<file path="config.mk">
export PLATFORM = sky130hd
export DESIGN_NAME = prio_irq_arbiter
export DESIGN_NICKNAME = d
export VERILOG_FILES = /design/src/rtl/prio_arb_pkg.sv /design/src/rtl/prio_tree.sv /design/src/rtl/thresh_gate.sv /design/src/rtl/status_fmt.sv /design/src/rtl/prio_irq_arbiter.sv
export SDC_FILE = /design/constraint.sdc
export NUM_CORES = 1
export LEC_CHECK = 0
export BUFFER_PORTS_ARGS = -buffer_cell sky130_fd_sc_hd__buf_4
export CAP_MARGIN = 25
export CORE_ASPECT_RATIO = 2
export CORE_MARGIN = 4
export CORE_UTILIZATION = 30
export DETAILED_ROUTE_END_ITERATION = 10
export HOLD_SLACK_MARGIN = 0.05
export PLACE_DENSITY_LB_ADDON = 0.05
export SYNTH_ARGS = -nofsm -noshare
export SYNTH_HDL_FRONTEND = slang
export SYNTH_SLANG_ARGS = --single-unit
</file>
<file path="constraint.sdc">
create_clock -name clk -period 12.2 [get_ports clk]
set_clock_uncertainty 0.2 [all_clocks]
set_input_delay 1.22 -clock clk [delete_from_list [all_inputs] [get_ports clk]]
set_output_delay 1.22 -clock clk [all_outputs]
set_load 0.01 [all_outputs]
</file>
<file path="src/rtl/prio_arb_pkg.sv">
package prio_arb_pkg;

    localparam int NUM_SRC = 64;
    localparam int PRIO_W  = 4;
    localparam int MASK_W  = 5;
    localparam int WORD_W  = 32;
    localparam int SRC_LSB = 16;
    localparam int SRC_W   = $clog2(NUM_SRC);
    localparam int LEVELS  = $clog2(NUM_SRC);
    localparam int SRC_FLD = WORD_W - SRC_LSB;

    localparam logic [MASK_W-1:0] MASK_OFF = '1;
    localparam logic [WORD_W-1:0] NO_WINNER = '1;

    typedef struct packed {
        logic              valid;
        logic [SRC_W-1:0]  src;
        logic [PRIO_W-1:0] prio;
    } win_t;

    // hi always covers higher source numbers than lo, so >= hands ties upward
    function automatic win_t pick(win_t lo, win_t hi);
        if (!hi.valid)
            return lo;
        if (!lo.valid)
            return hi;
        if (hi.prio >= lo.prio)
            return hi;
        return lo;
    endfunction

endpackage

</file>
<file path="src/rtl/prio_tree.sv">
module prio_tree
    import prio_arb_pkg::*;
(
    input  logic [NUM_SRC-1:0]        req,
    input  logic [NUM_SRC*PRIO_W-1:0] prio_flat,
    output win_t                      best
);

    win_t leaf [NUM_SRC];

    generate
        for (genvar i = 0; i < NUM_SRC; i++) begin : g_leaf
            assign leaf[i] = '{valid: req[i],
                               src:   SRC_W'(i),
                               prio:  prio_flat[i*PRIO_W +: PRIO_W]};
        end
    endgenerate

    // pairwise reduction, level by level, in place
    always_comb begin
        win_t work [NUM_SRC];
        work = leaf;
        for (int l = 0; l < LEVELS; l++) begin
            for (int k = 0; k < (NUM_SRC >> (l + 1)); k++) begin
                work[k] = pick(work[2*k], work[2*k+1]);
            end
        end
        best = work[0];
    end

endmodule

</file>
<file path="src/rtl/thresh_gate.sv">
module thresh_gate
    import prio_arb_pkg::*;
(
    input  win_t              best,
    input  logic [MASK_W-1:0] mask_lvl,
    output logic              irq_d
);

    logic gate_off;
    logic above;

    assign gate_off = (mask_lvl == MASK_OFF);
    assign above    = (MASK_W'(best.prio) > mask_lvl);
    // the best priority exceeds the mask iff some active priority does
    assign irq_d    = best.valid && (gate_off || above);

endmodule

</file>
<file path="src/rtl/status_fmt.sv">
module status_fmt
    import prio_arb_pkg::*;
(
    input  win_t              win,
    output logic [WORD_W-1:0] word
);

    always_comb begin
        if (win.valid) begin
            word = '0;
            word[WORD_W-1:SRC_LSB] = SRC_FLD'(win.src);
            word[PRIO_W-1:0]       = win.prio;
        end else begin
            word = NO_WINNER;
        end
    end

endmodule

</file>
<file path="src/rtl/prio_irq_arbiter.sv">
module prio_irq_arbiter
    import prio_arb_pkg::*;
(
    input  logic                       clk,
    input  logic                       rst,
    input  logic [NUM_SRC-1:0]         req_vec,
    input  logic [NUM_SRC*PRIO_W-1:0]  prio_flat,
    input  logic [MASK_W-1:0]          mask_lvl,
    input  logic                       rd_stb,
    output logic                       irq_out,
    output logic [WORD_W-1:0]          status_word,
    output logic                       ack_valid,
    output logic [SRC_W-1:0]           ack_src
);

    win_t              win_d;
    win_t              win_q;
    logic              irq_d;
    logic              irq_q;
    logic [WORD_W-1:0] status_d;
    logic [WORD_W-1:0] status_q;

    prio_tree u_tree (
        .req       (req_vec),
        .prio_flat (prio_flat),
        .best      (win_d)
    );

    thresh_gate u_gate (
        .best     (win_d),
        .mask_lvl (mask_lvl),
        .irq_d    (irq_d)
    );

    status_fmt u_fmt (
        .win  (win_q),
        .word (status_d)
    );

    always_ff @(posedge clk) begin
        if (rst) begin
            win_q    <= '0;
            irq_q    <= 1'b0;
            status_q <= NO_WINNER;
        end else begin
            win_q <= win_d;
            irq_q <= irq_d;
            if (rd_stb)
                status_q <= status_d;
        end
    end

    assign irq_out     = irq_q;
    assign status_word = status_q;
    assign ack_valid   = rd_stb && win_q.valid;
    assign ack_src     = win_q.src;

endmodule

</file>
# Word-level counts from Yosys, hierarchy flattened
# Cells that the tools add are included.
[totals] latch_bits=0 rom_bits=0 in_bits=328 mem_count=0 regBits=44 output_inout_bits=40 ramBits=0 word_cells=767
[op_classes] n_lt_le_gt_ge=64 bitwise_logic=0 n_mux=694 eq_ne=1 n_reduce_logical=3 n_mul=0 add_sub_neg=0 n_div=0 n_shift=0
[ops] op="11-bit two-way mux" count=378
[ops] op="1-bit two-way mux" count=315
[ops] op="4-bit greater-or-equal comparator" count=63
[ops] op="32-bit two-way mux" count=1
[ops] op="5-bit == test, second input constant" count=1
[ops] op="4-bit by 5-bit > comparator with 1-bit output" count=1
[ops] op="1-bit logical AND" count=2
[ops] op="1-bit logical OR" count=1

# Depth between registers and ports, before layout
# Gate-level depths: netlist (run 1).
[logic_depth] word_depth=45 mapped_depth=51 ltp_nobuf=49

# Cells and area by module
# Synthesis (run 1) repeated with hierarchy kept, for this count alone.
[hier_totals] cells_unflattened=1717 area_unflattened_um2=13339.0
[by_module_without_submodules] mod="prio_tree" cells_per_inst=1527 area_each_um2=11385.9 seq_area_each_um2=0.0 instances=1
[by_module_without_submodules] mod="prio_irq_arbiter" cells_per_inst=139 area_each_um2=1582.8 seq_area_each_um2=880.8 instances=1
[by_module_without_submodules] mod="status_fmt" cells_per_inst=33 area_each_um2=245.2 seq_area_each_um2=0.0 instances=1
[by_module_without_submodules] mod="thresh_gate" cells_per_inst=18 area_each_um2=125.1 seq_area_each_um2=0.0 instances=1

# Worst setup path before layout (run 1)
# Ideal clock, no wire load.
[synth_path] path_type="input port to flip-flop" startpoint="in prio_flat[42]" endpoint="reg irq_q, in the netlist irq_out" t_required_ns=11.876 cell_stages=45 n_path_buf=1 setup_ns=0.124 arrival_time_ns=10.171 setup_slack_ns=1.705 cell_sequence="inv_1 > ha_1 > nand2_1 > o21a_1 > o21ai_0 > and2_1 > clkbuf_1 > mux2i_1 > inv_1 > ha_1 > a211o_1 > or4b_1 > nand3_1 > mux2i_1 > inv_1 > ha_1 > a211oi_1 > o21ai_0 > [9 not listed] > ha_1 > a21oi_1 > o21ai_0 > a41oi_1 > a21oi_4 > mux2i_2 > ha_1 > nand2b_1 > a21oi_1 > nor2b_1 > o21ai_0 > a21oi_1 > mux2_2 > ha_1 > o21a_1 > o21a_1 > o21ai_0 > a21boi_0"
[synth_rtl] item="from (decl)" line_no="prio_irq_arbiter.sv:7" source="input logic [NUM_SRC*PRIO_W-1:0] prio_flat,"
[synth_rtl] item="to (signal assigned)" line_no="prio_irq_arbiter.sv:47" source="irq_q <= irq_d;"
[synth_rtl] item="to (decl)" line_no="prio_irq_arbiter.sv:19" source="logic irq_q;"

==> results of run 1 <==
==> stage by stage <==
step	power, W	hold WS, ns	util	std cells	setup WS, ns
global placement	0.00247	0.246	0.381	2511	0.351
detailed placement	0.00249	0.247	0.381	2511	0.322
CTS	0.00257	0.264	0.382	2515	0.555
global route	0.00286	0.295	0.383	2518	0.0155
finish	0.00255	0.260	0.383	2520	0.785
floorplan	0.00185	0.233	-	1658	1.70
==> worst max-delay path by stage <==
stage | endpoint | start | slack, ns
finish | irq_out | prio_flat[41] | 0.78
global route | irq_out | prio_flat[41] | 0.02
CTS | irq_out | prio_flat[113] | 0.55
detailed placement | irq_out | prio_flat[114] | 0.32
global placement | irq_out | prio_flat[113] | 0.35
floorplan | irq_out | prio_flat[42] | 1.70
==> layer usage <==
| layer | vias up | GRT usage | part of all wire |
|---|---|---|---|
| li1 | 6701 | - | - |
| met1 | 6119 | 0.163 | 0.33 |
| met2 | 293 | 0.420 | 0.60 |
| met3 | 53 | 0.0268 | 0.040 |
| met4 | 0 | 0.0414 | 0.024 |
| met5 | - | 0 | 0 |
==> cells in the final DEF, fill, tap and decap left out, drive strengths merged, types with 13 or more instances in the layout <==
cell     count
a21boi      13
nand4bb     27
mux2i      161
and2        27
nor4        14
ha         226
maj3        16
nand2b      29
o211ai      27
o221a       19
o2111ai     22
a21oi       86
nor2b       77
nor2        69
nand3       30
mux2        35
a211oi      20
buf        373
o21a        33
o21ai       90
nand2      122
o22ai       18
dfxtp       23
inv        251
==> critical path, delay by kind of cell <==
family                   cells  cell delay (ns)
buffers and inverters        7             0.73
AO/OA/AOI/OAI               18             3.50
AND/OR/NAND/NOR             11             2.23
multiplexers                 5             1.65
adder cells (fa/ha/maj)      7             2.03
==> repair_timing <==
action                                 4_1_cts  5_1_grt
setup endpoints to repair                    0        1
setup buffers                                0        3
endpoints found under the hold margin        0        0
resized for setup                            0        3
==> cell type report <==
type / count / share of cell area
clock inverter: 1 / 0.000317
antenna: 2 / 0.000317
tap: 535 / 0.0423
sequential: 23 / 0.0291
inverter: 251 / 0.0596
multi-input combinational: 1332 / 0.686
timing repair buffer: 373 / 0.177
clock buffer: 3 / 0.00475
==> power groups by stage <==
stage | clock (W) | combinational (W) | sequential (W)
floorplan | 0 | 0.00173 | 0.000114
global placement | 0 | 0.00236 | 0.000116
detailed placement | 0 | 0.00237 | 0.000116
CTS | 0.0000769 | 0.00238 | 0.000114
global route | 0.0000781 | 0.00266 | 0.000116
finish | 0.0000738 | 0.00237 | 0.000114
==> kinds of logic (layout without fill, tap and decap cells) <==
family	Yosys count	in the layout
AO/OA/AOI/OAI	438	438
AND/OR/NAND/NOR	456	456
other	0	2
flip-flops	23	23
adder cells (fa/ha/maj)	242	242
multiplexers	196	196
buffers and inverters	303	628
==> registers in the layout, summed over array words and instances (netlist names) <==
signal	flops
win_q	5
ack_src	6
irq_out	1
status_word	11
==> impl_summary.md, run 1 <==
Critical path
The cell that appears most often on the critical path is sky130_fd_sc_hd__ha_1. For this design, the slowest cell found on the critical path is sky130_fd_sc_hd__or4b_1. The number of cells on the worst reg-to-reg path is 2. The setup slack on the worst flop-to-flop path is between 10 and 15 ns.

The largest driver fanout on the critical path is 9. The startpoint type of the worst setup path is an input pin. The nature of the critical path endpoint is a flop. The required time reported for the critical path endpoint is roughly 12 ns. The category of the critical setup timing path is input pin to flop. The beginning of the worst register-to-register path is status_word[30]. For this run, the slowest stage of the critical path takes 0.47 ns. The critical path arrival is ~11 ns. The capture instance of the worst register-to-register path is status_word[30].

Clock network
Buffers inserted during clock tree synthesis total 3. The root buffer cell is sky130_fd_sc_hd__clkbuf_16. The number of levels the H-tree was split into is 1. The clock tree from TritonCTS is yes. The clock reaches the later pin of the worst-skew pair after 0.26 ns. The clock input transition at the sequential cells of the worst setup and hold paths is roughly 0.06 ns.

The number of sinks driven by the clock tree is 23. The clock passes through at most 2 buffers. In this run, post-CTS hold repair placed 0 buffers.

Floorplan
The I/O pin total is 368. The area enclosed by the die boundary is roughly 45000 um^2. Measured along the y axis, the die boundary spans 297 um.

The standard-cell row count is 105. The die width is ~150 um. The core region area is around 41000 um^2. The initial core utilization is 0.304.

Finish
In the final layout, the multi-input gates occupy around 11000 um^2. The number of fill cells in the layout is approximately 4500. Summing all flip-flop and latch instances after layout gives around 460 um^2. The proportion of layout cells with a drive suffix above 1 is 0.245. From synthesis to final layout, the design area changed by 25.9%. The number of nets in the final layout is between 2000 and 3000. The summed area of non-filler cells in the final layout is around 16000 um^2.

STA
Setup repair after global routing left no endpoint under its margin. The sum of negative setup slack is 0 ns. Of the available clock period, the critical path in the final layout requires 0.936.

The final hold violation count is 0. The slew at the pin closest to its max-slew limit is approximately 0.87 ns. The achievable frequency is 0.0876 GHz. In this run the tightest slew margin relative to its limit is 0.414. The final setup violation count is 0. The total count of max-transition violations in the final report is 0. The clock period minus final worst setup slack is 11.42 ns.

Worst hold path
The endpoint of the worst hold path is status_word[1]. The class of the tightest hold or removal check is flop to flop. The worst hold path passes through 2 cells.

The startpoint of the lowest-slack hold path is win_q[1].

Yosys
The commonest cells after synthesis are sky130_fd_sc_hd__inv_1, sky130_fd_sc_hd__ha_1, sky130_fd_sc_hd__mux2i_1. The synthesized area per cell is around 7.6 um^2. The area fraction in compound gates after synthesis is 0.259.

The fraction of synthesized area in multiplexers is 0.164. For this run, the number of Yosys warnings is 0. In the post-synthesis netlist, the biggest area contributors are sky130_fd_sc_hd__ha_1, sky130_fd_sc_hd__mux2i_1, sky130_fd_sc_hd__inv_1. Of the total synthesized cell area, the portion taken by XOR and XNOR cells is 0. The share of synthesized area in the top cell type comes to 0.225. The cell type with the largest total area after synthesis is sky130_fd_sc_hd__ha_1.

Synthesis produced 1658 cells. After synthesis the cells add up to 12600 um^2. The number of nets produced by synthesis is ~2200. Among all cell types in the netlist, the one instantiated most often is sky130_fd_sc_hd__inv_1.

The sequential fraction of the synthesis area is 0.0367. The synthesized design contains 23 register bits. The simple-gate share of the synthesized area is 0.203. The number of distinct library cells after synthesis is just over 90.

The async set-or-reset flop fraction in the synthesized netlist is 0. The most used flip-flop cell after synthesis is sky130_fd_sc_hd__dfxtp_1. Of the total synthesized cell area, the portion taken by full adders, half adders and majority gates is 0.238.

Counting flops with a built-in enable in the synthesized netlist gives 0. After synthesis, the largest family of logic cells by area is compound AO/OA/AOI/OAI gates.

Routing
The routed layout has roughly 13000 vias. The average via count per standard cell is between 5 and 6. The DRC violations left is 0. The count of TritonRoute iterations in the first routing pass is 5. Once detail routing completed, the nets flagged for antenna violations numbered 0. After detailed routing, the average wire length per cell comes to ~18 um. The total wirelength of the detailed-routed design is 45300 um. The first routing iteration left approximately 450 violations.

Global route
The number of global-route vias before repair is roughly 14000. The initial antenna violation count is 2. The first-pass GRT wire length is roughly 70000 um. The maximum number of pins on one net before global-route repair is 24. The global router's overall resource usage is 0.186.

For this run the aggregate overflow at the end of global routing stands at 0.

Placed design
In this run the tool buffered the top-level ports with 367 buffer cells. The routability congestion estimate from global placement is approximately 0.85. The HPWL after detailed placement is 41400 um. Once placement finished, the instance area stood at ~16000 um^2.

Power and ir drop
For this design the ratio of total power to cell area is between 150 and 200 nW/um^2. The share of total power dissipated in the clock network is 0.029. The switching power total is 0.00135 W.

The combinational cell fraction of total power is 0.926. The share of total power dissipated in sequential elements is 0.045. IR analysis of the VDD net gives a maximum drop of about 0.23 mV. The analysis attributes to cell leakage a power of 8.02 nW.

Of the total power, the share spent switching nets is 0.527. The internal power of the cells totals roughly 0.0012 W.

Run
Max-cap violations in this run came to 0.

Outcome
The flow ran to the end, and the final reports show no timing, DRC or antenna violations.
Note: power is estimated with default switching activity, not from simulation.
==> run 2, diff against run 1 <==
--- a/config.mk
+++ b/config.mk
@@ -10,6 +10,7 @@
 export CORE_ASPECT_RATIO = 2
 export CORE_MARGIN = 4
 export CORE_UTILIZATION = 30
+export CTS_BUF_LIST = sky130_fd_sc_hd__clkbuf_8
 export DETAILED_ROUTE_END_ITERATION = 10
 export HOLD_SLACK_MARGIN = 0.05
 export PLACE_DENSITY_LB_ADDON = 0.05
==> run 2 against run 1 <==
- power down 0.82%
- non-clock buffer count unchanged
- core utilization down 0.082 points
==> impl_summary.md, run 2 (same netlist as run 1, synthesis figures left out) <==
Finish
The number of flip-flops in the largest register is 11 (unchanged). The most common cell after layout, fill and taps aside was sky130_fd_sc_hd__buf_4 (unchanged). Commonest cells after routing, fill and taps aside: sky130_fd_sc_hd__buf_4, sky130_fd_sc_hd__inv_1, sky130_fd_sc_hd__ha_1 (unchanged).

The area added between synthesis and finish is 25.6% (was 25.9%). The proportion of layout cells with a drive suffix above 1 came to 0.245 (unchanged). The number of nets in the final layout is 2538 (unchanged). The number of cells in the finished layout apart from fillers is 2520 (unchanged). The summed area of non-filler cells in the final layout is 15800 um^2 (about the same).

Routing
The count of TritonRoute iterations in the first routing pass came to 5 (unchanged). The total wirelength of the detailed-routed design came to 45300 um (about the same). The post-detailed-route wirelength per cell came to 18.0 um (about the same).

The violation count after the first detailed-route iteration is 453 (was 449). The number of antenna-violating nets in the routed design is 0 (unchanged). The number of vias in the routed layout is 13200 (about the same).

The average via count per standard cell is 5.22 (about the same). The DRC violations left came to 0 (unchanged).

STA
The clock period minus final worst setup slack is 11.40 ns (was 11.42 ns). The final setup violation count is 0 (unchanged). The achievable frequency is 0.0877 GHz (was 0.0876 GHz). The ratio of final minimum period to clock period came to 0.935 (was 0.936). The slew at the pin closest to its max-slew limit was 0.873 ns (was 0.872 ns). The total count of max-transition violations in the final report is 0 (unchanged).

The final hold violation count is 0 (unchanged). The worst max-slew margin expressed relative to the limit was 0.413 (was 0.414). The sum of negative setup slack is 0 ns (unchanged). Setup repair after global routing missed its margin: false (unchanged).

Global route
The maximum number of pins on one net before global-route repair came to 24 (unchanged). The global-route congestion overflow total was 0 (unchanged). The first-pass GRT wire length was 69800 um (about the same). The initial antenna violation count is 2 (unchanged). The number of global-route vias before repair came to 13700 (about the same). The global router's overall resource usage was 0.186 (about the same).

Floorplan
The initial core utilization is 0.304 (unchanged). The die width is 153 um (unchanged). The chip height was 297 um (unchanged).

The area enclosed by the die boundary was 45400 um^2 (unchanged). The core region area is 41300 um^2 (unchanged). The I/O pin total is 368 (unchanged). The standard-cell row count is 105 (unchanged).

Critical path
The most common cell type on the critical path is sky130_fd_sc_hd__ha_1 (unchanged). The largest driver fanout on the critical path was 9 (unchanged). The number of cells on the worst reg-to-reg path is 2 (unchanged). The delay of the slowest critical-path stage is 0.47 ns (about the same). The critical path arrival is 11.36 ns (was 11.37 ns). The required time reported for the critical path endpoint is 12.16 ns (was 12.15 ns).

The highest-delay cell along the critical path is sky130_fd_sc_hd__or4b_1 (unchanged). The nature of the critical path endpoint is a flop (unchanged). The category of the critical setup timing path is input pin to flop (unchanged). The startpoint type of the worst setup path is an input pin (unchanged).

Clock network
The clock input transition at the sequential cells of the worst setup and hold paths came to 0.09 ns (was 0.06 ns). The number of sinks driven by the clock tree is 23 (unchanged). The maximum count of clock buffers along a single path was 2 (unchanged). The number of levels the H-tree was split into is 1 (unchanged). The quantity of hold-fixing buffers added after cts is 0 (unchanged). The CTS buffer count is 3 (unchanged).

The source-to-sink clock delay at the later pin of the worst-skew pair is 0.27 ns (was 0.26 ns). The root buffer cell is sky130_fd_sc_hd__clkbuf_8 (was sky130_fd_sc_hd__clkbuf_16). The clock tree from TritonCTS is yes (unchanged).

Placed design
The routability congestion estimate from global placement is 0.847 (unchanged). The number of buffers added on ports is 367 (unchanged). The HPWL after detailed placement is 41400 um (unchanged). The placement-stage cell area came to 15700 um^2 (unchanged). The placed cell count is 2511 (unchanged).

Run
The total of max-cap violations is 0 (unchanged).

Power and ir drop
The static leakage was 8.00 nW (was 8.02 nW). The maximum vdd ir drop was 0.229 mV (was 0.230 mV). The areal power density over the cells is 161 nW/um^2 (was 162 nW/um^2).

Outcome
Outcome: completed (unchanged).

Worst hold path
The depth of the worst hold-timing path is 2 (unchanged). The class of the tightest hold or removal check is flop to flop (unchanged).
-- run 2: cell counts in the layout (fill, tap and decap cells not counted) --
No cell type changed its count.
-- run 2: cell type report --
class	instances	area (um^2)
Fill cell	4469	25500
Timing Repair Buffer	373	2800
Sequential cell	23	460
Inverter	251	942
Multi-Input combinational cell	1332	10900
Antenna cell	2	5.00
Tap cell	535	669
Clock inverter	1	5.00
Clock buffer	3	41.3
-- run 2: worst max-delay path: cells and delay by family --
family,cells,cell delay (ns)
adders and majority gates,7,2.03
AOI/OAI and AO/OA,18,3.51
muxes,5,1.65
buffers and inverters,7,0.73
and+or+nand+nor,11,2.22
-- run 2: what timing repair did --
action                                 CTS  global route
resized for setup                        0             3
buffers inserted                         0             3
setup endpoints to repair                0             1
endpoints found under the hold margin    0             0
-- run 2: path summary, 6_finish.rpt --
kind	slack [ns]	start	to
hold / removal	0.27	win_q[1]	status_word[1]
hold reg to reg	0.27	win_q[1]	status_word[1]
setup reg to reg	10.85	status_word[30]	status_word[30]
setup / recovery	0.80	prio_flat[41]	irq_out
-- run 2: power breakdown --
group          total (W)  leakage [nW]  internal (W)  switching, W
registers       0.000114         0.190      0.000104     0.0000100
logic            0.00237          7.79       0.00106       0.00131
clock network  0.0000494        0.0255     0.0000228     0.0000265
-- run 2: metrics by stage --
stage	utilization	total power (W)	hold slack, ns	setup slack [ns]
after global placement	0.381	0.00247	0.246	0.351
after global routing	0.382	0.00283	0.303	0.0327
after floorplan	-	0.00185	0.233	1.70
after detailed placement	0.381	0.00249	0.247	0.322
after CTS	0.382	0.00255	0.269	0.567
final	0.382	0.00253	0.266	0.796
-- run 2: per-layer routing --
layer | share of wire | wire length, um | GRT usage
met5 | 0 | 0 | 0
met3 | 0.042 | 1880 | 0.0265
met2 | 0.60 | 27300 | 0.420
met4 | 0.023 | 1050 | 0.0406
met1 | 0.33 | 15000 | 0.163
==> run 3, diff against run 2 <==
--- a/config.mk
+++ b/config.mk
@@ -9,7 +9,7 @@
 export CAP_MARGIN = 25
 export CORE_ASPECT_RATIO = 2
 export CORE_MARGIN = 4
-export CORE_UTILIZATION = 30
+export CORE_UTILIZATION = 55
 export CTS_BUF_LIST = sky130_fd_sc_hd__clkbuf_8
 export DETAILED_ROUTE_END_ITERATION = 10
 export HOLD_SLACK_MARGIN = 0.05
==> run 3 against run 2 <==
- worst hold slack improved by 0.0057 ns
- final cell count fell by 10%
- largest power group unchanged
- fmax up 1.5%
- power down 3.6%
- combinational power fell by 4%
- via count grew 3.5%
- core utilization increased by 30 points
- clock power down 3%
==> impl_summary.md, run 3 (same netlist as run 1, synthesis figures left out) <==
Clock network
The source-to-sink clock delay at the later pin of the worst-skew pair is 0.27 ns (about the same). The number of levels the H-tree was split into came to 1 (unchanged). The number of sinks driven by the clock tree is 23 (unchanged). The root buffer cell is sky130_fd_sc_hd__clkbuf_8 (unchanged). The clock tree from TritonCTS is yes (unchanged). The quantity of gates resized following cts is 0 (unchanged). The buffer count from post-CTS setup fixing was 0 (unchanged). The maximum count of clock buffers along a single path came to 2 (unchanged). The CTS buffer count is 3 (unchanged). The quantity of hold-fixing buffers added after cts is 0 (unchanged).

The clock input transition at the sequential cells of the worst setup and hold paths is 0.09 ns (about the same).

Placed design
The routability congestion estimate from global placement was 0.929 (was 0.847). The HPWL after detailed placement came to 35200 um (was 41400 um). The placement-stage cell area is 15400 um^2 (was 15700 um^2).

The number of buffers added on ports is 367 (unchanged).

STA
The final hold violation count is 0 (unchanged). The final setup violation count is 0 (unchanged). The worst max-slew margin expressed relative to the limit is 0.386 (was 0.413).

The slew at the pin closest to its max-slew limit is 0.913 ns (was 0.873 ns). Setup repair after global routing missed its margin: false (unchanged). The achievable frequency is 0.0890 GHz (was 0.0877 GHz). The clock period minus final worst setup slack was 11.24 ns (was 11.40 ns). The ratio of final minimum period to clock period is 0.921 (was 0.935). The sum of negative setup slack is 0 ns (unchanged).

The total count of max-transition violations in the final report is 0 (unchanged).

Finish
The number of fill cells in the layout was 2090 (was 4469). Commonest cells after routing, fill and taps aside: sky130_fd_sc_hd__buf_4, sky130_fd_sc_hd__inv_1, sky130_fd_sc_hd__ha_1 (unchanged). The summed area of non-filler cells in the final layout is 15400 um^2 (was 15800 um^2). The final core area utilization came to 0.684 (was 0.382). The number of nets in the final layout is 2532 (was 2538). The area of the multi-input gates is 10900 um^2 (about the same). The footprint of the flip-flops and latches came to 460 um^2 (unchanged).

The area added between synthesis and finish is 22.7% (was 25.6%). The proportion of layout cells with a drive suffix above 1 is 0.242 (was 0.245). The most common cell after layout, fill and taps aside is sky130_fd_sc_hd__buf_4 (unchanged). The number of flip-flops in the largest register is 11 (unchanged).

Floorplan
The initial core utilization came to 0.557 (was 0.304). The area enclosed by the die boundary is 25500 um^2 (was 45400 um^2). The chip height is 222 um (was 297 um).

The core region area is 22500 um^2 (was 41300 um^2). The I/O pin total was 368 (unchanged). The standard-cell row count came to 78 (was 105). The die width is 115 um (was 153 um).

Routing
The DRC violations left is 0 (unchanged). The count of TritonRoute iterations in the first routing pass is 5 (unchanged). The post-detailed-route wirelength per cell is 17.3 um (was 18.0 um).

The total wirelength of the detailed-routed design is 39200 um (was 45300 um). The number of antenna-violating nets in the routed design was 0 (unchanged). The violation count after the first detailed-route iteration was 634 (was 453). The number of vias in the routed layout is 13600 (was 13200).

The average via count per standard cell is 6.03 (was 5.22).

Global route
The first-pass GRT wire length was 62800 um (was 69800 um). The maximum number of pins on one net before global-route repair is 24 (unchanged). The initial antenna violation count is 1 (was 2). The global-route congestion overflow total came to 0 (unchanged).

The number of global-route vias before repair came to 13900 (was 13700). The global router's overall resource usage is 0.291 (was 0.186).

Critical path
The nature of the critical path endpoint is a flop (unchanged). The beginning of the worst register-to-register path is status_word[30] (unchanged). The highest-delay cell along the critical path was sky130_fd_sc_hd__a21boi_0 (was sky130_fd_sc_hd__or4b_1). The critical path arrival is 11.20 ns (was 11.36 ns). The startpoint type of the worst setup path is an input pin (unchanged).

The capture instance of the worst register-to-register path was status_word[30] (unchanged). The largest driver fanout on the critical path was 9 (unchanged). The category of the critical setup timing path is input pin to flop (unchanged). The number of cells on the worst reg-to-reg path is 2 (unchanged). The most common cell type on the critical path is sky130_fd_sc_hd__ha_1 (unchanged). The required time reported for the critical path endpoint is 12.16 ns (about the same).

The setup slack on the worst flop-to-flop path is 10.83 ns (was 10.85 ns). The delay of the slowest critical-path stage was 0.51 ns (was 0.47 ns).

Power and ir drop
The areal power density over the cells was 159 nW/um^2 (was 161 nW/um^2). The static leakage was 7.97 nW (was 8.00 nW). The maximum vdd ir drop was 0.187 mV (was 0.229 mV).

Worst hold path
The startpoint of the lowest-slack hold path is win_q[3] (was win_q[1]). The depth of the worst hold-timing path came to 2 (unchanged). The class of the tightest hold or removal check is flop to flop (unchanged).

The endpoint of the worst hold path is status_word[3] (was status_word[1]).

Run
The total of max-cap violations is 0 (unchanged).

Outcome
Outcome: completed (unchanged).
==> run 3: worst max-delay path: cells and delay by family <==
| family | cells | cell delay (ns) |
|---|---|---|
| mux | 6 | 1.99 |
| fa+ha+maj | 8 | 2.35 |
| simple gates | 9 | 1.43 |
| buf+inv | 4 | 0.25 |
| compound gates | 17 | 3.94 |
==> run 3: worst max-delay path by stage <==
stage              startpoint  endpoint  depth (start not counted)
2_1_floorplan   prio_flat[42]   irq_out                         45
3_3_place_gp   prio_flat[233]   irq_out                         47
3_5_place_dp   prio_flat[114]   irq_out                         45
4_1_cts        prio_flat[114]   irq_out                         45
5_1_grt        prio_flat[233]   irq_out                         47
6_report       prio_flat[114]   irq_out                         44
==> run 3: power breakdown <==
group	internal (W)	total [W]	leakage (nW)	switching (W)
sequential	0.000104	0.000114	0.190	0.00000937
combinational	0.00104	0.00228	7.76	0.00124
clock	0.0000228	0.0000480	0.0255	0.0000252
total	0.00117	0.00244	7.97	0.00128
==> run 3: final cells by class <==
class                           instances  area share
Clock inverter                          1    0.000325
Antenna cell                            1    0.000162
Timing Repair Buffer                  367       0.179
Tap cell                              280      0.0227
Multi-Input combinational cell       1332       0.704
Clock buffer                            3     0.00268
Inverter                              251      0.0611
Sequential cell                        23      0.0299
==> run 3: routing by layer <==
| metal | wire length, um | up-vias | part of all wire | global-route usage |
|---|---|---|---|---|
| met2 | 22200 | 384 | 0.57 | 0.598 |
| met3 | 1670 | 131 | 0.043 | 0.0331 |
| met1 | 13300 | 6406 | 0.34 | 0.271 |
| li1 | - | 6696 | - | - |
| met5 | 0 | - | 0 | 0 |
| met4 | 1990 | 0 | 0.051 | 0.129 |
==> run 3: per-stage QoR <==
stage          total power [W]  instances  setup slack, ns  hold slack, ns
6_report               0.00244       2258            0.962           0.272
5_1_grt                0.00272       2258            0.228           0.291
4_1_cts                0.00243       2257            0.863           0.271
3_5_place_dp           0.00237       2253            0.587           0.243
3_3_place_gp           0.00232       2253            0.850           0.239
2_1_floorplan          0.00185       1658             1.70           0.233
